===== src/rtl/irqc_pkg.sv =====
package irqc_pkg;

    localparam logic [7:0] OFF_PENDING = 8'h00;
    localparam logic [7:0] OFF_ENABLE  = 8'h08;
    localparam logic [7:0] OFF_GATED   = 8'h10;
    localparam logic [7:0] OFF_AUX0    = 8'h18;
    localparam logic [7:0] OFF_AUX1    = 8'h20;

    typedef enum logic [2:0] {
        SEL_NONE,
        SEL_PENDING,
        SEL_ENABLE,
        SEL_GATED,
        SEL_AUX0,
        SEL_AUX1
    } reg_sel_e;

endpackage


===== src/rtl/irqc_pending.sv =====
module irqc_pending #(
    parameter int NUM_SRC = 32
) (
    input  logic               clk,
    input  logic               rst_n,
    input  logic [NUM_SRC-1:0] req_i,
    input  logic [NUM_SRC-1:0] clr_mask_i,
    output logic [NUM_SRC-1:0] pending_o
);

    logic [NUM_SRC-1:0] pend_q;
    logic [NUM_SRC-1:0] pend_d;

    // per-source next state: a request beats an acknowledge
    for (genvar k = 0; k < NUM_SRC; k++) begin : g_src
        assign pend_d[k] = req_i[k] | (pend_q[k] & ~clr_mask_i[k]);
    end

    always_ff @(posedge clk or negedge rst_n) begin
        if (!rst_n) begin
            pend_q <= '0;
        end else begin
            pend_q <= pend_d;
        end
    end

    assign pending_o = pend_q;


    req_latched_chk: assert property (@(posedge clk) disable iff (!rst_n)
        1'b1 |=> ((pend_q & $past(req_i)) == $past(req_i)));


    pend_sticky_chk: assert property (@(posedge clk) disable iff (!rst_n)
        1'b1 |=> ((($past(pend_q) & ~$past(clr_mask_i)) & ~pend_q) == '0));


    ack_clears_chk: assert property (@(posedge clk) disable iff (!rst_n)
        1'b1 |=> ((pend_q & $past(clr_mask_i) & ~$past(req_i)) == '0));

endmodule


===== src/rtl/irqc_regs.sv =====
module irqc_regs
    import irqc_pkg::*;
#(
    parameter int NUM_SRC = 32,
    parameter int DATA_W  = 32,
    parameter int ADDR_W  = 8
) (
    input  logic               clk,
    input  logic               rst_n,
    input  logic               bus_sel_i,
    input  logic               bus_we_i,
    input  logic [ADDR_W-1:0]  bus_addr_i,
    input  logic [DATA_W-1:0]  bus_wdata_i,
    input  logic [NUM_SRC-1:0] pending_i,
    output logic [NUM_SRC-1:0] clr_mask_o,
    output logic [NUM_SRC-1:0] gated_o,
    output logic [DATA_W-1:0]  bus_rdata_o
);

    reg_sel_e           sel;
    logic               wr_en;
    logic [NUM_SRC-1:0] enable_q;
    logic [DATA_W-1:0]  aux0_q;
    logic [DATA_W-1:0]  aux1_q;

    always_comb begin
        if (bus_addr_i == ADDR_W'(OFF_PENDING)) begin
            sel = SEL_PENDING;
        end else if (bus_addr_i == ADDR_W'(OFF_ENABLE)) begin
            sel = SEL_ENABLE;
        end else if (bus_addr_i == ADDR_W'(OFF_GATED)) begin
            sel = SEL_GATED;
        end else if (bus_addr_i == ADDR_W'(OFF_AUX0)) begin
            sel = SEL_AUX0;
        end else if (bus_addr_i == ADDR_W'(OFF_AUX1)) begin
            sel = SEL_AUX1;
        end else begin
            sel = SEL_NONE;
        end
    end

    assign wr_en = bus_sel_i & bus_we_i;

    assign clr_mask_o = (wr_en && sel == SEL_PENDING) ? bus_wdata_i[NUM_SRC-1:0] : '0;

    always_ff @(posedge clk or negedge rst_n) begin
        if (!rst_n) begin
            enable_q <= '0;
            aux0_q   <= '0;
            aux1_q   <= '0;
        end else if (wr_en) begin
            if (sel == SEL_ENABLE) enable_q <= bus_wdata_i[NUM_SRC-1:0];
            if (sel == SEL_AUX0)   aux0_q   <= bus_wdata_i;
            if (sel == SEL_AUX1)   aux1_q   <= bus_wdata_i;
        end
    end

    assign gated_o = pending_i & enable_q;

    always_comb begin
        bus_rdata_o = '0;
        if (bus_sel_i) begin
            unique case (sel)
                SEL_PENDING: bus_rdata_o = DATA_W'(pending_i);
                SEL_ENABLE:  bus_rdata_o = DATA_W'(enable_q);
                SEL_GATED:   bus_rdata_o = DATA_W'(gated_o);
                SEL_AUX0:    bus_rdata_o = aux0_q;
                SEL_AUX1:    bus_rdata_o = aux1_q;
                SEL_NONE:    bus_rdata_o = '0;
                default:     bus_rdata_o = '0;
            endcase
        end
    end


    enable_hold_chk: assert property (@(posedge clk) disable iff (!rst_n)
        !(bus_sel_i && bus_we_i && bus_addr_i == ADDR_W'(OFF_ENABLE)) |=> $stable(enable_q));


    aux_hold_chk: assert property (@(posedge clk) disable iff (!rst_n)
        !(bus_sel_i && bus_we_i) |=> ($stable(aux0_q) && $stable(aux1_q)));

endmodule


===== src/rtl/irqc_top_finder.sv =====
module irqc_top_finder #(
    parameter int NUM_SRC = 32,
    localparam int IDX_W  = $clog2(NUM_SRC)
) (
    input  logic [NUM_SRC-1:0] vec_i,
    output logic [IDX_W-1:0]   idx_o
);

    // later (higher) positions overwrite earlier ones
    always_comb begin
        idx_o = '0;
        for (int i = 0; i < NUM_SRC; i++) begin
            if (vec_i[i]) idx_o = IDX_W'(i);
        end
    end

endmodule


===== src/rtl/irq_ctrl.sv =====
module irq_ctrl
    import irqc_pkg::*;
#(
    parameter int NUM_SRC = 32,
    parameter int DATA_W  = 32,
    parameter int ADDR_W  = 8,
    localparam int IDX_W  = $clog2(NUM_SRC)
) (
    input  logic               clk,
    input  logic               rst_n,
    input  logic [NUM_SRC-1:0] req_i,
    input  logic               bus_sel_i,
    input  logic               bus_we_i,
    input  logic [ADDR_W-1:0]  bus_addr_i,
    input  logic [DATA_W-1:0]  bus_wdata_i,
    output logic [DATA_W-1:0]  bus_rdata_o,
    output logic               irq_o,
    output logic [IDX_W-1:0]   irq_idx_o
);

    logic [NUM_SRC-1:0] pending;
    logic [NUM_SRC-1:0] clr_mask;
    logic [NUM_SRC-1:0] gated;

    irqc_pending #(.NUM_SRC(NUM_SRC)) u_pending (
        .clk        (clk),
        .rst_n      (rst_n),
        .req_i      (req_i),
        .clr_mask_i (clr_mask),
        .pending_o  (pending)
    );

    irqc_regs #(.NUM_SRC(NUM_SRC), .DATA_W(DATA_W), .ADDR_W(ADDR_W)) u_regs (
        .clk         (clk),
        .rst_n       (rst_n),
        .bus_sel_i   (bus_sel_i),
        .bus_we_i    (bus_we_i),
        .bus_addr_i  (bus_addr_i),
        .bus_wdata_i (bus_wdata_i),
        .pending_i   (pending),
        .clr_mask_o  (clr_mask),
        .gated_o     (gated),
        .bus_rdata_o (bus_rdata_o)
    );

    irqc_top_finder #(.NUM_SRC(NUM_SRC)) u_finder (
        .vec_i (gated),
        .idx_o (irq_idx_o)
    );

    assign irq_o = |gated;


    idx_top_chk: assert property (@(posedge clk) disable iff (!rst_n)
        (gated != '0) |-> (gated[irq_idx_o] && ((gated >> irq_idx_o) == NUM_SRC'(1))));


    idx_idle_chk: assert property (@(posedge clk) disable iff (!rst_n)
        !irq_o |-> (irq_idx_o == '0));


    gated_wr_ignored_chk: assert property (@(posedge clk) disable iff (!rst_n)
        (bus_sel_i && bus_we_i && bus_addr_i == ADDR_W'(OFF_GATED) && req_i == '0)
        |=> $stable(gated));

endmodule


===== config.mk =====
export PLATFORM = sky130hd
export DESIGN_NAME = irq_ctrl
export DESIGN_NICKNAME = d
export VERILOG_FILES = /design/src/rtl/irqc_pkg.sv /design/src/rtl/irqc_pending.sv /design/src/rtl/irqc_regs.sv /design/src/rtl/irqc_top_finder.sv /design/src/rtl/irq_ctrl.sv
export SDC_FILE = /design/constraint.sdc
export NUM_CORES = 1
export LEC_CHECK = 0
export ABC_AREA = 1
export BUFFER_PORTS_ARGS = -buffer_cell sky130_fd_sc_hd__clkbuf_2
export CAP_MARGIN = 10
export CORE_MARGIN = 3
export CORE_UTILIZATION = 56
export CTS_CLUSTER_DIAMETER = 50
export DETAILED_ROUTE_END_ITERATION = 10
export PLACE_DENSITY = 0.8
export REMOVE_ABC_BUFFERS = 1
export SYNTH_ARGS = -nofsm -noshare
export SYNTH_HDL_FRONTEND = slang
export SYNTH_SLANG_ARGS = --single-unit

===== constraint.sdc =====
create_clock -name clk -period 2.3 [get_ports clk]
set_clock_uncertainty 0.1 [all_clocks]
set_input_delay 0.23 -clock clk [delete_from_list [all_inputs] [get_ports clk]]
set_output_delay 0.23 -clock clk [all_outputs]
set_load 0.02 [all_outputs]

==> results of run 1 <==
## flip-flops by register name, summed over array words and instances (netlist names)
register,count
u_pending.pending_o,32
u_regs.aux1_q,32
u_regs.enable_q,32
u_regs.aux0_q,32
## worst register-to-register path: stages, from the launching register on
cell,delay (ns)
sky130_fd_sc_hd__dfrtp_1,0.39
sky130_fd_sc_hd__buf_4,0.15
sky130_fd_sc_hd__o21ai_1,0.09
sky130_fd_sc_hd__nand2_1,0.09
sky130_fd_sc_hd__dlygate4sd3_1,0.57
## cells by family after synthesis
family,Yosys count,synth area share [%]
buf+inv,114,6.87
simple gates,332,20.7
compound gates,228,21.0
flops,128,51.4
## area by class of cell
cell class	instances	share of cell area, %
Timing Repair Buffer	248	21.6
Multi-Input combinational cell	560	30.7
Tap cell	136	1.95
Inverter	77	3.31
Sequential cell	128	36.7
Clock buffer	26	5.59
Clock inverter	1	0.0574
## how the worst max path moves through the flow
stage	from	endpoint	cells past startpoint
floorplan	bus_addr_i[1]	u_regs.aux0_q[0]$_DFFE_PN0P_	8
global placement	u_regs.enable_q[1]$_DFFE_PN0P_	irq_idx_o[0]	33
detailed placement	u_regs.enable_q[1]$_DFFE_PN0P_	irq_idx_o[0]	33
CTS	u_regs.enable_q[1]$_DFFE_PN0P_	irq_idx_o[0]	33
global route	u_regs.enable_q[1]$_DFFE_PN0P_	irq_idx_o[0]	33
finish	u_regs.enable_q[1]$_DFFE_PN0P_	irq_idx_o[0]	33
## metrics by stage
| stage | hold WS [ns] | instances |
|---|---|---|
| final | 0.174 | 1176 |
| after detailed placement | 0.204 | 1051 |
| after floorplan | -0.166 | 765 |
| after global placement | 0.203 | 1051 |
| after global routing | 0.253 | 1176 |
| after CTS | 0.190 | 1175 |
## power groups by stage
stage / logic, mW / clock network [mW] / registers [mW]
final: 0.594 / 2.30 / 2.33
after global routing: 0.660 / 2.41 / 2.34
after CTS: 0.569 / 2.31 / 2.33
after detailed placement: 0.464 / 0 / 2.37
after global placement: 0.453 / 0 / 2.36
after floorplan: 0.239 / 0 / 2.36
## layout by cell type, fill, tap and decap left out, drive strengths merged
cell	instances
dfrtp	128
inv	77
o21ai	167
nor2	51
nand2	274
a31oi	8
clkinv	1
clkbuf	135
a21oi	7
or2	1
a22o	19
o41ai	1
nand3	1
buf	44
a31o	1
a211oi	18
dlygate4sd3	95
a221oi	6
nor4	1
nor3	3
o21bai	1
nand4	1
## what timing repair did
action	CTS	global route
buffers inserted	2	1
resized for setup	4	24
hold endpoints to repair	176	0
setup endpoints to repair	3	66
pin swaps	1	2
hold buffers	95	0
## metal layers
metal	wire length, um	vias up	GRT usage, %
li1	-	3089	-
met2	9850	406	53.7
met4	765	0	15.9
met1	7690	3147	40.9
met5	0	-	0
met3	1750	78	7.45
==> results.json, run 1 <==
{
  "worstSetupStartpointType": "flop",
  "pwr-share-seq_pct": 44.6,
  "cts_tree": "done",
  "switching_power_mw": 1.27,
  "fillCellCount": 627,
  "timing.setup.tns_ns": -1.29,
  "yosys_register_bits": 128,
  "htree_levels": 4,
  "synthToLayoutAreaGrowth_pct": 40.0,
  "r2r_start": "u_pending.pending_o[4]$_DFF_PN0_",
  "post-route-drc-count": 0,
  "clock_path_buffers": 2,
  "drive_above_1_share_pct": 20.5,
  "synth_seq_area_share_pct": 51.4,
  "report.final.setup_viol": 2,
  "worst_ep_arrival_time_ns": 2.77,
  "synth.top_cells.by_count": "270 x sky130_fd_sc_hd__nand2_1, 128 x sky130_fd_sc_hd__dfrtp_1, 84 x sky130_fd_sc_hd__o21ai_1, 83 x sky130_fd_sc_hd__o21ai_0, 68 x sky130_fd_sc_hd__inv_1",
  "synth.largest_area_cell": "sky130_fd_sc_hd__dfrtp_1",
  "drt_pre_antenna_iters": 5,
  "violated_checks": "negative setup slack",
  "synth.area.top_cells": "sky130_fd_sc_hd__dfrtp_1 51%, sky130_fd_sc_hd__nand2_1 16%, sky130_fd_sc_hd__o21ai_1 6.7%",
  "yosys_warnings": 0,
  "clock_sink_count": 128,
  "route.vias.total": 6720,
  "nets": 1108,
  "cp-end-kind": "output pin",
  "starting_density_pct": 59.0,
  "place.gp.congestion": 0.874,
  "worstMarginPinSlew_ns": 0.676,
  "antenna_left": 0,
  "cts_made_buffers": 17,
  "design.die.area_um2": 12400,
  "cellLeakagePower_nw": 4.10,
  "grt_first_pass_wirelength_um": 32600,
  "ant_diodes": 0,
  "grt.total_usage_pct": 32.7,
  "dominantRegCellSynth": "sky130_fd_sc_hd__dfrtp_1",
  "vias_in_the_first_global_route": 6767,
  "power.internal_mw": 3.96,
  "edff_count_synth": 0,
  "cts.root.buffer_cell": "sky130_fd_sc_hd__clkbuf_8",
  "crit_fanout": 2,
  "utilization_pct": 82.6,
  "final_max_slew_viol_count": 0,
  "clock.fmax_mhz": 323,
  "critical_path.top_delay_family": "simple AND/OR/NAND/NOR gates",
  "footprint_of_the_multi_input_gates_um2": 2680,
  "port_buffers": 113,
  "drt_first_iter_violations": 589,
  "reg2reg_depth": 4,
  "grt_antenna_before_repair": 0,
  "cp.buffers_inverters": 2,
  "core.rowCount": 37,
  "die_width_um": 111,
  "post-synth-top-area-fraction_pct": 51.4,
  "critical-path-slowest-cell": "sky130_fd_sc_hd__dfrtp_1",
  "syn_inst": 802,
  "dp_worst_setup_slack_ns": -0.177,
  "ir_worst_vdd_mv": 0.459,
  "placed_cell_area_um2": 7180,
  "worst-endpoint-required_ns": 1.97,
  "synth_most_common_cell": "sky130_fd_sc_hd__nand2_1",
  "grt_start_max_net_pins": 53,
  "share_comb_of_total_power_pct": 11.4,
  "path_class": "flop to output pin",
  "grt_setup_unrepaired": "true",
  "synth.lib_cells_used.distinct": 25,
  "min_period_over_period_pct": 135,
  "core_um2": 10600,
  "syn_area_cell_um2": 7.77,
  "final_area_um2": 8720,
  "route.final.wire_length_um": 20100,
  "timing.slew.headroom_pct": 54.9,
  "finalWorstSetupSlack_ns": -0.801,
  "layout_min_cycle_time_ns": 3.10,
  "die-height_um": 111,
  "timing.reg2reg.setup_slack_ns": 0.79,
  "worst_path_largest_cell_delay_ns": 0.39,
  "clock_latency_ns": 0.53,
  "ios": 114,
  "hold_path.class": "primary input to async pin",
  "syn_area_um2": 6230,
  "critical_path_s_most_frequent_cell": "sky130_fd_sc_hd__nand2_1",
  "drt-wirelength-per-cell_um": 17.1,
  "power_per_cell_area_nw_per_um2": 600,
  "power_switching_share_pct": 24.2,
  "detailedPlacementHpwl_um": 11800,
  "clock_edge_transition_at_the_registers_on_the_reported_setup_and_hold_paths_ns": 0.05,
  "end_of_the_worst_register_to_register_path": "u_pending.pending_o[4]$_DFF_PN0_",
  "cap_violations": 0,
  "synth-async-reset-ratio_pct": 100,
  "total_power_mw": 5.23,
  "pwr-share-clk_pct": 44.0,
  "regArea_um2": 3200,
  "grt.overflow.total": 0,
  "final_hold_vio_count": 0,
  "run_status": "finished with violations",
  "post_drt_via_cell_ratio": 5.71
}
(Power assumes the default switching activity.)
==> inputs of run 2 (changes only) <==
- clock period: 2.3 -> 3.1 ns (I/O delays scaled with it)
==> results.json, run 2 (synthesis results as in run 1) <==
{
  "drt-wirelength-per-cell_um": 16.9,
  "utilization_pct": 79.1,
  "port_buffers": 113,
  "run_status": "finished with violations",
  "drive_above_1_share_pct": 19.2,
  "route.vias.total": 6510,
  "crit_fanout": 2,
  "layout_min_cycle_time_ns": 3.28,
  "die-height_um": 111,
  "grt.total_usage_pct": 31.5,
  "path_class": "flop to output pin",
  "grt_start_max_net_pins": 72,
  "core.rowCount": 37,
  "m1WireLength_um": 7370,
  "worstSetupStartpointType": "flop",
  "grt_setup_unrepaired": "true",
  "top_layer": "met4",
  "critical_path_s_most_frequent_cell": "sky130_fd_sc_hd__nand2_1",
  "core_um2": 10600,
  "worst_ep_arrival_time_ns": 2.87,
  "ios": 114,
  "clock_sink_count": 128,
  "grt_antenna_before_repair": 1,
  "regArea_um2": 3200,
  "drt_pre_antenna_iters": 6,
  "detailroute.wirelength.met2_um": 9490,
  "clock_edge_transition_at_the_registers_on_the_reported_setup_and_hold_paths_ns": 0.06,
  "grt_first_pass_wirelength_um": 31600,
  "timing.slew.headroom_pct": 61.2,
  "min_period_over_period_pct": 106,
  "htree_levels": 4,
  "final_hold_vio_count": 0,
  "post_drt_via_cell_ratio": 5.76,
  "worst_path_largest_cell_delay_ns": 0.41,
  "cts.root.buffer_cell": "sky130_fd_sc_hd__clkbuf_8",
  "place.gp.congestion": 0.860,
  "violated_checks": "negative setup slack",
  "design.die.area_um2": 12400,
  "worst-endpoint-required_ns": 2.69,
  "antenna_left": 0,
  "synthToLayoutAreaGrowth_pct": 34.0,
  "die_width_um": 111,
  "post-route-drc-count": 0,
  "cp-end-kind": "output pin",
  "worstMarginPinSlew_ns": 0.581,
  "clock_path_buffers": 2,
  "starting_density_pct": 59.0,
  "total_power_mw": 4.39,
  "power_per_cell_area_nw_per_um2": 526,
  "detailedPlacementHpwl_um": 11100,
  "finalWorstSetupSlack_ns": -0.176,
  "hold_path.class": "primary input to flop",
  "cts_tree": "done",
  "report.final.setup_viol": 1,
  "cts_made_buffers": 17,
  "met3_length_um": 1580,
  "final_max_slew_viol_count": 0,
  "critical-path-slowest-cell": "sky130_fd_sc_hd__dfrtp_1",
  "footprint_of_the_multi_input_gates_um2": 2630,
  "ir_worst_vdd_mv": 0.334,
  "route.final.wire_length_um": 19100,
  "grt.overflow.total": 0,
  "cellLeakagePower_nw": 4.02,
  "commonest_cells_after_routing_fill_and_taps_aside": "264 x sky130_fd_sc_hd__nand2_1, 128 x sky130_fd_sc_hd__dfrtp_1, 111 x sky130_fd_sc_hd__clkbuf_2",
  "clock_latency_ns": 0.53,
  "cap_violations": 0,
  "clock.fmax_mhz": 305,
  "drt_first_iter_violations": 624,
  "most_frequent_standard_cell_in_the_layout_excluding_fill_and_tap_cells": "sky130_fd_sc_hd__nand2_1",
  "vias_in_the_first_global_route": 6599,
  "fillCellCount": 703,
  "nets": 1057
}
[run 2: cell types whose count changed in the layout (fill, tap and decap cells not counted), moves of 3 or more]
cell / change
sky130_fd_sc_hd__clkbuf_1: -4
sky130_fd_sc_hd__dlygate4sd3_1: -33
sky130_fd_sc_hd__nor3_1: +3
sky130_fd_sc_hd__nand2_2: -5
sky130_fd_sc_hd__nor2_2: -3
sky130_fd_sc_hd__buf_4: -15
sky130_fd_sc_hd__nor3_2: -3
sky130_fd_sc_hd__clkbuf_2: +3
sky130_fd_sc_hd__clkinv_2: +3
sky130_fd_sc_hd__nand2_1: +5
sky130_fd_sc_hd__nor2_1: +5
sky130_fd_sc_hd__bufinv_16: +6
[run 2: timing repair]
item | CTS | global route
pin swaps | 2 | 1
endpoints found under the hold margin | 229 | 0
hold buffers | 62 | 0
buffers inserted | 4 | 2
setup endpoints to repair | 1 | 1
resized for setup | 2 | 4
[run 2: stage by stage]
stage / hold WS (ns) / instance area (um^2) / setup TNS, ns / worst slack (ns) / std cells
2_1_floorplan: -0.0856 / 6090 / -31.67 / -0.513 / 765
3_3_place_gp: 0.0622 / 7000 / 0 / 0.567 / 1030
3_5_place_dp: 0.0641 / 7000 / 0 / 0.558 / 1030
4_1_cts: 0.00819 / 8320 / -0.0380 / -0.0380 / 1128
5_1_grt: 0.0212 / 8350 / -0.456 / -0.456 / 1131
6_report: 0.0214 / 8350 / -0.176 / -0.176 / 1131
[run 2: area by class of cell]
class / instances / share of cell area (%)
Tap cell: 136 / 2.04
Multi-Input combinational cell: 560 / 31.5
Antenna cell: 1 / 0.0300
Clock inverter: 11 / 2.49
Sequential cell: 128 / 38.4
Inverter: 77 / 3.46
Timing Repair Buffer: 197 / 16.6
Clock buffer: 21 / 5.50
[run 2: layer usage]
layer	vias up	global-route usage, %
li1	2988	-
met1	3085	38.3
met2	369	52.8
met3	68	7.55
met4	0	15.4
met5	-	0
[run 2: power breakdown]
part           total (mW)  internal [mW]  switching [mW]  leakage [nW]
logic               0.421          0.176           0.245          2.08
registers            1.73           1.71          0.0233          1.61
clock network        2.24           1.53           0.714         0.328
total                4.39           3.41           0.983          4.02
[run 2: critical path: cells and delay by family (launching register included)]
| family | cells | cell delay [ns] |
|---|---|---|
| buffers and inverters | 2 | 0.17 |
| and+or+nand+nor | 31 | 1.76 |
| DFF | 1 | 0.41 |
[run 2: final timing paths]
kind / startpoint / endpoint / slack (ns) / cells after the start
worst min-delay path: bus_wdata_i[17] / u_regs.aux0_q[17]$_DFFE_PN0P_ / 0.02 / 3
max in group asynchronous: rst_n / u_pending.pending_o[19]$_DFF_PN0_ / 2.03 / 3
worst min register to register: u_regs.aux0_q[3]$_DFFE_PN0P_ / u_regs.aux0_q[3]$_DFFE_PN0P_ / 0.39 / 2
min in group asynchronous: rst_n / u_pending.pending_o[9]$_DFF_PN0_ / 0.06 / 2
worst max register to register: u_regs.enable_q[1]$_DFFE_PN0P_ / u_regs.enable_q[1]$_DFFE_PN0P_ / 2.05 / 4
worst max-delay path: u_regs.enable_q[1]$_DFFE_PN0P_ / irq_idx_o[0] / -0.18 / 33
==> inputs of run 3 (changes only) <==
- clock period: 3.1 -> 3.4 ns (I/O delays scaled with it)
==> results.json, run 3 (synthesis results as in run 1) <==
{
  "drt_pre_antenna_iters": 8,
  "port_buffers": 113,
  "cts_made_buffers": 17,
  "clock.fmax_mhz": 308,
  "run_status": "finished, final reports clean",
  "vias_in_the_first_global_route": 6368,
  "clock_latency_ns": 0.51,
  "drt-wirelength-per-cell_um": 16.4,
  "report.final.setup_viol": 0,
  "final_hold_vio_count": 0,
  "total_power_mw": 3.84,
  "path_class": "flop to output pin",
  "setup_crit_end": "irq_idx_o[0]",
  "design.die.area_um2": 12400,
  "cts_tree": "done",
  "cp-end-kind": "output pin",
  "finalWorstSetupSlack_ns": 0.151,
  "core.rowCount": 37,
  "cells_after_dpl": 1026,
  "grt.overflow.total": 0,
  "crit_fanout": 3,
  "ios": 114,
  "route.final.wire_length_um": 18000,
  "worst-endpoint-required_ns": 2.96,
  "cap_violations": 0,
  "ant_diodes": 0,
  "timing.slew.headroom_pct": 32.5,
  "worst_ep_arrival_time_ns": 2.81,
  "grt_first_pass_wirelength_um": 30000,
  "place.gp.congestion": 0.910,
  "grt_antenna_before_repair": 0,
  "hold_path_startpoint": "bus_wdata_i[3]",
  "route.vias.total": 6278,
  "fillCellCount": 774,
  "power_per_cell_area_nw_per_um2": 480,
  "critical-path-slowest-cell": "sky130_fd_sc_hd__dfrtp_1",
  "final_area_um2": 7990,
  "ir_worst_vdd_mv": 0.406,
  "die-height_um": 111,
  "clock_path_buffers": 2,
  "setup.worst_path.start": "u_pending.pending_o[1]$_DFF_PN0_",
  "core_um2": 10600,
  "post-route-drc-count": 0,
  "reg2reg_depth": 2,
  "layout_min_cycle_time_ns": 3.25,
  "nets": 1025,
  "htree_levels": 4,
  "commonest_cells_after_routing_fill_and_taps_aside": "265 x sky130_fd_sc_hd__nand2_1, 128 x sky130_fd_sc_hd__dfrtp_1, 111 x sky130_fd_sc_hd__clkbuf_2",
  "worstSetupStartpointType": "flop",
  "min_period_over_period_pct": 95.6,
  "antenna_left": 0,
  "r2r_start": "u_pending.pending_o[24]$_DFF_PN0_",
  "final_max_slew_viol_count": 0,
  "grt.total_usage_pct": 29.7,
  "worst_path_largest_cell_delay_ns": 0.40,
  "post_drt_via_cell_ratio": 5.72,
  "critical_path_s_most_frequent_cell": "sky130_fd_sc_hd__nand2_1",
  "clock_sink_count": 128,
  "dp_worst_setup_slack_ns": 0.413,
  "clock_edge_transition_at_the_registers_on_the_reported_setup_and_hold_paths_ns": 0.06,
  "die_width_um": 111,
  "regArea_um2": 3200,
  "cts.root.buffer_cell": "sky130_fd_sc_hd__clkbuf_8",
  "end_of_the_worst_register_to_register_path": "u_pending.pending_o[24]$_DFF_PN0_",
  "most_frequent_standard_cell_in_the_layout_excluding_fill_and_tap_cells": "sky130_fd_sc_hd__nand2_1",
  "drt_first_iter_violations": 547,
  "starting_density_pct": 59.0,
  "synthToLayoutAreaGrowth_pct": 28.3,
  "final_cells": 1098,
  "grt_setup_unrepaired": "true",
  "timing.setup.tns_ns": 0,
  "hold_path.class": "primary input to flop",
  "detailedPlacementHpwl_um": 11100,
  "cellLeakagePower_nw": 3.86,
  "timing.reg2reg.setup_slack_ns": 2.51,
  "placed_cell_area_um2": 6960,
  "footprint_of_the_multi_input_gates_um2": 2630,
  "worstMarginPinSlew_ns": 1.01,
  "drive_above_1_share_pct": 18.9,
  "grt_start_max_net_pins": 54
}
-- run 3: changes by cell type in the layout (fill, tap and decap cells not counted), sizes merged --
cell,previous run,this run
buf,24,16
diode,1,0
dlygate4sd3,62,38
clkbuf,132,133
bufinv,6,4
clkinv,4,5
-- run 3: how the worst min path moves through the flow --
stage                                                   to  slack [ns]  cells after the start
after floorplan           u_pending.pending_o[0]$_DFF_PN0_       -0.06                      0
after global placement    u_pending.pending_o[8]$_DFF_PN0_        0.31                      1
after detailed placement  u_pending.pending_o[8]$_DFF_PN0_        0.33                      1
after CTS                     u_regs.aux1_q[3]$_DFFE_PN0P_      0.0001                      3
after global routing         u_regs.aux0_q[20]$_DFFE_PN0P_        0.02                      3
final                         u_regs.aux0_q[3]$_DFFE_PN0P_        0.01                      3
-- run 3: per-layer routing --
metal | vias to the layer above | wire length, um | global-route usage (%)
met5 | - | 0 | 0
met4 | 0 | 362 | 13.0
met3 | 42 | 1310 | 6.30
met2 | 299 | 8970 | 49.9
met1 | 3018 | 7350 | 37.3
li1 | 2919 | - | -
-- run 3: area by class of cell --
class	count	area share (%)
tap	136	2.13
clock inverter	10	1.96
timing repair buffer	165	13.4
sequential	128	40.1
clock buffer	22	5.92
multi-input combinational	560	32.9
inverter	77	3.62
-- run 3: report_power, final --
part | internal, mW | switching (mW) | leakage, nW
combinational | 0.138 | 0.212 | 1.94
sequential | 1.56 | 0.0209 | 1.61
clock | 1.26 | 0.646 | 0.311
-- run 3: critical path: cells and delay by family (launching register included) --
kind	cells	cell delay [ns]
simple gates	31	1.70
flops	1	0.40
buf+inv	2	0.18
-- run 3: repair_timing --
| item | 4_1_cts | 5_1_grt |
|---|---|---|
| setup buffers | 0 | 2 |
| gates resized for setup | 0 | 5 |
| endpoints found under the hold margin | 91 | 0 |
| hold buffers | 38 | 0 |
| endpoints found under the setup margin | 0 | 1 |
-- run 3: per-stage QoR --
| stage | hold WS [ns] | util [%] |
|---|---|---|
| finish | 0.0125 | 75.7 |
| global route | 0.0213 | 75.7 |
| CTS | 0.000130 | 75.5 |
| detailed placement | 0.326 | 65.9 |
| global placement | 0.310 | 65.9 |
| floorplan | -0.0556 | - |
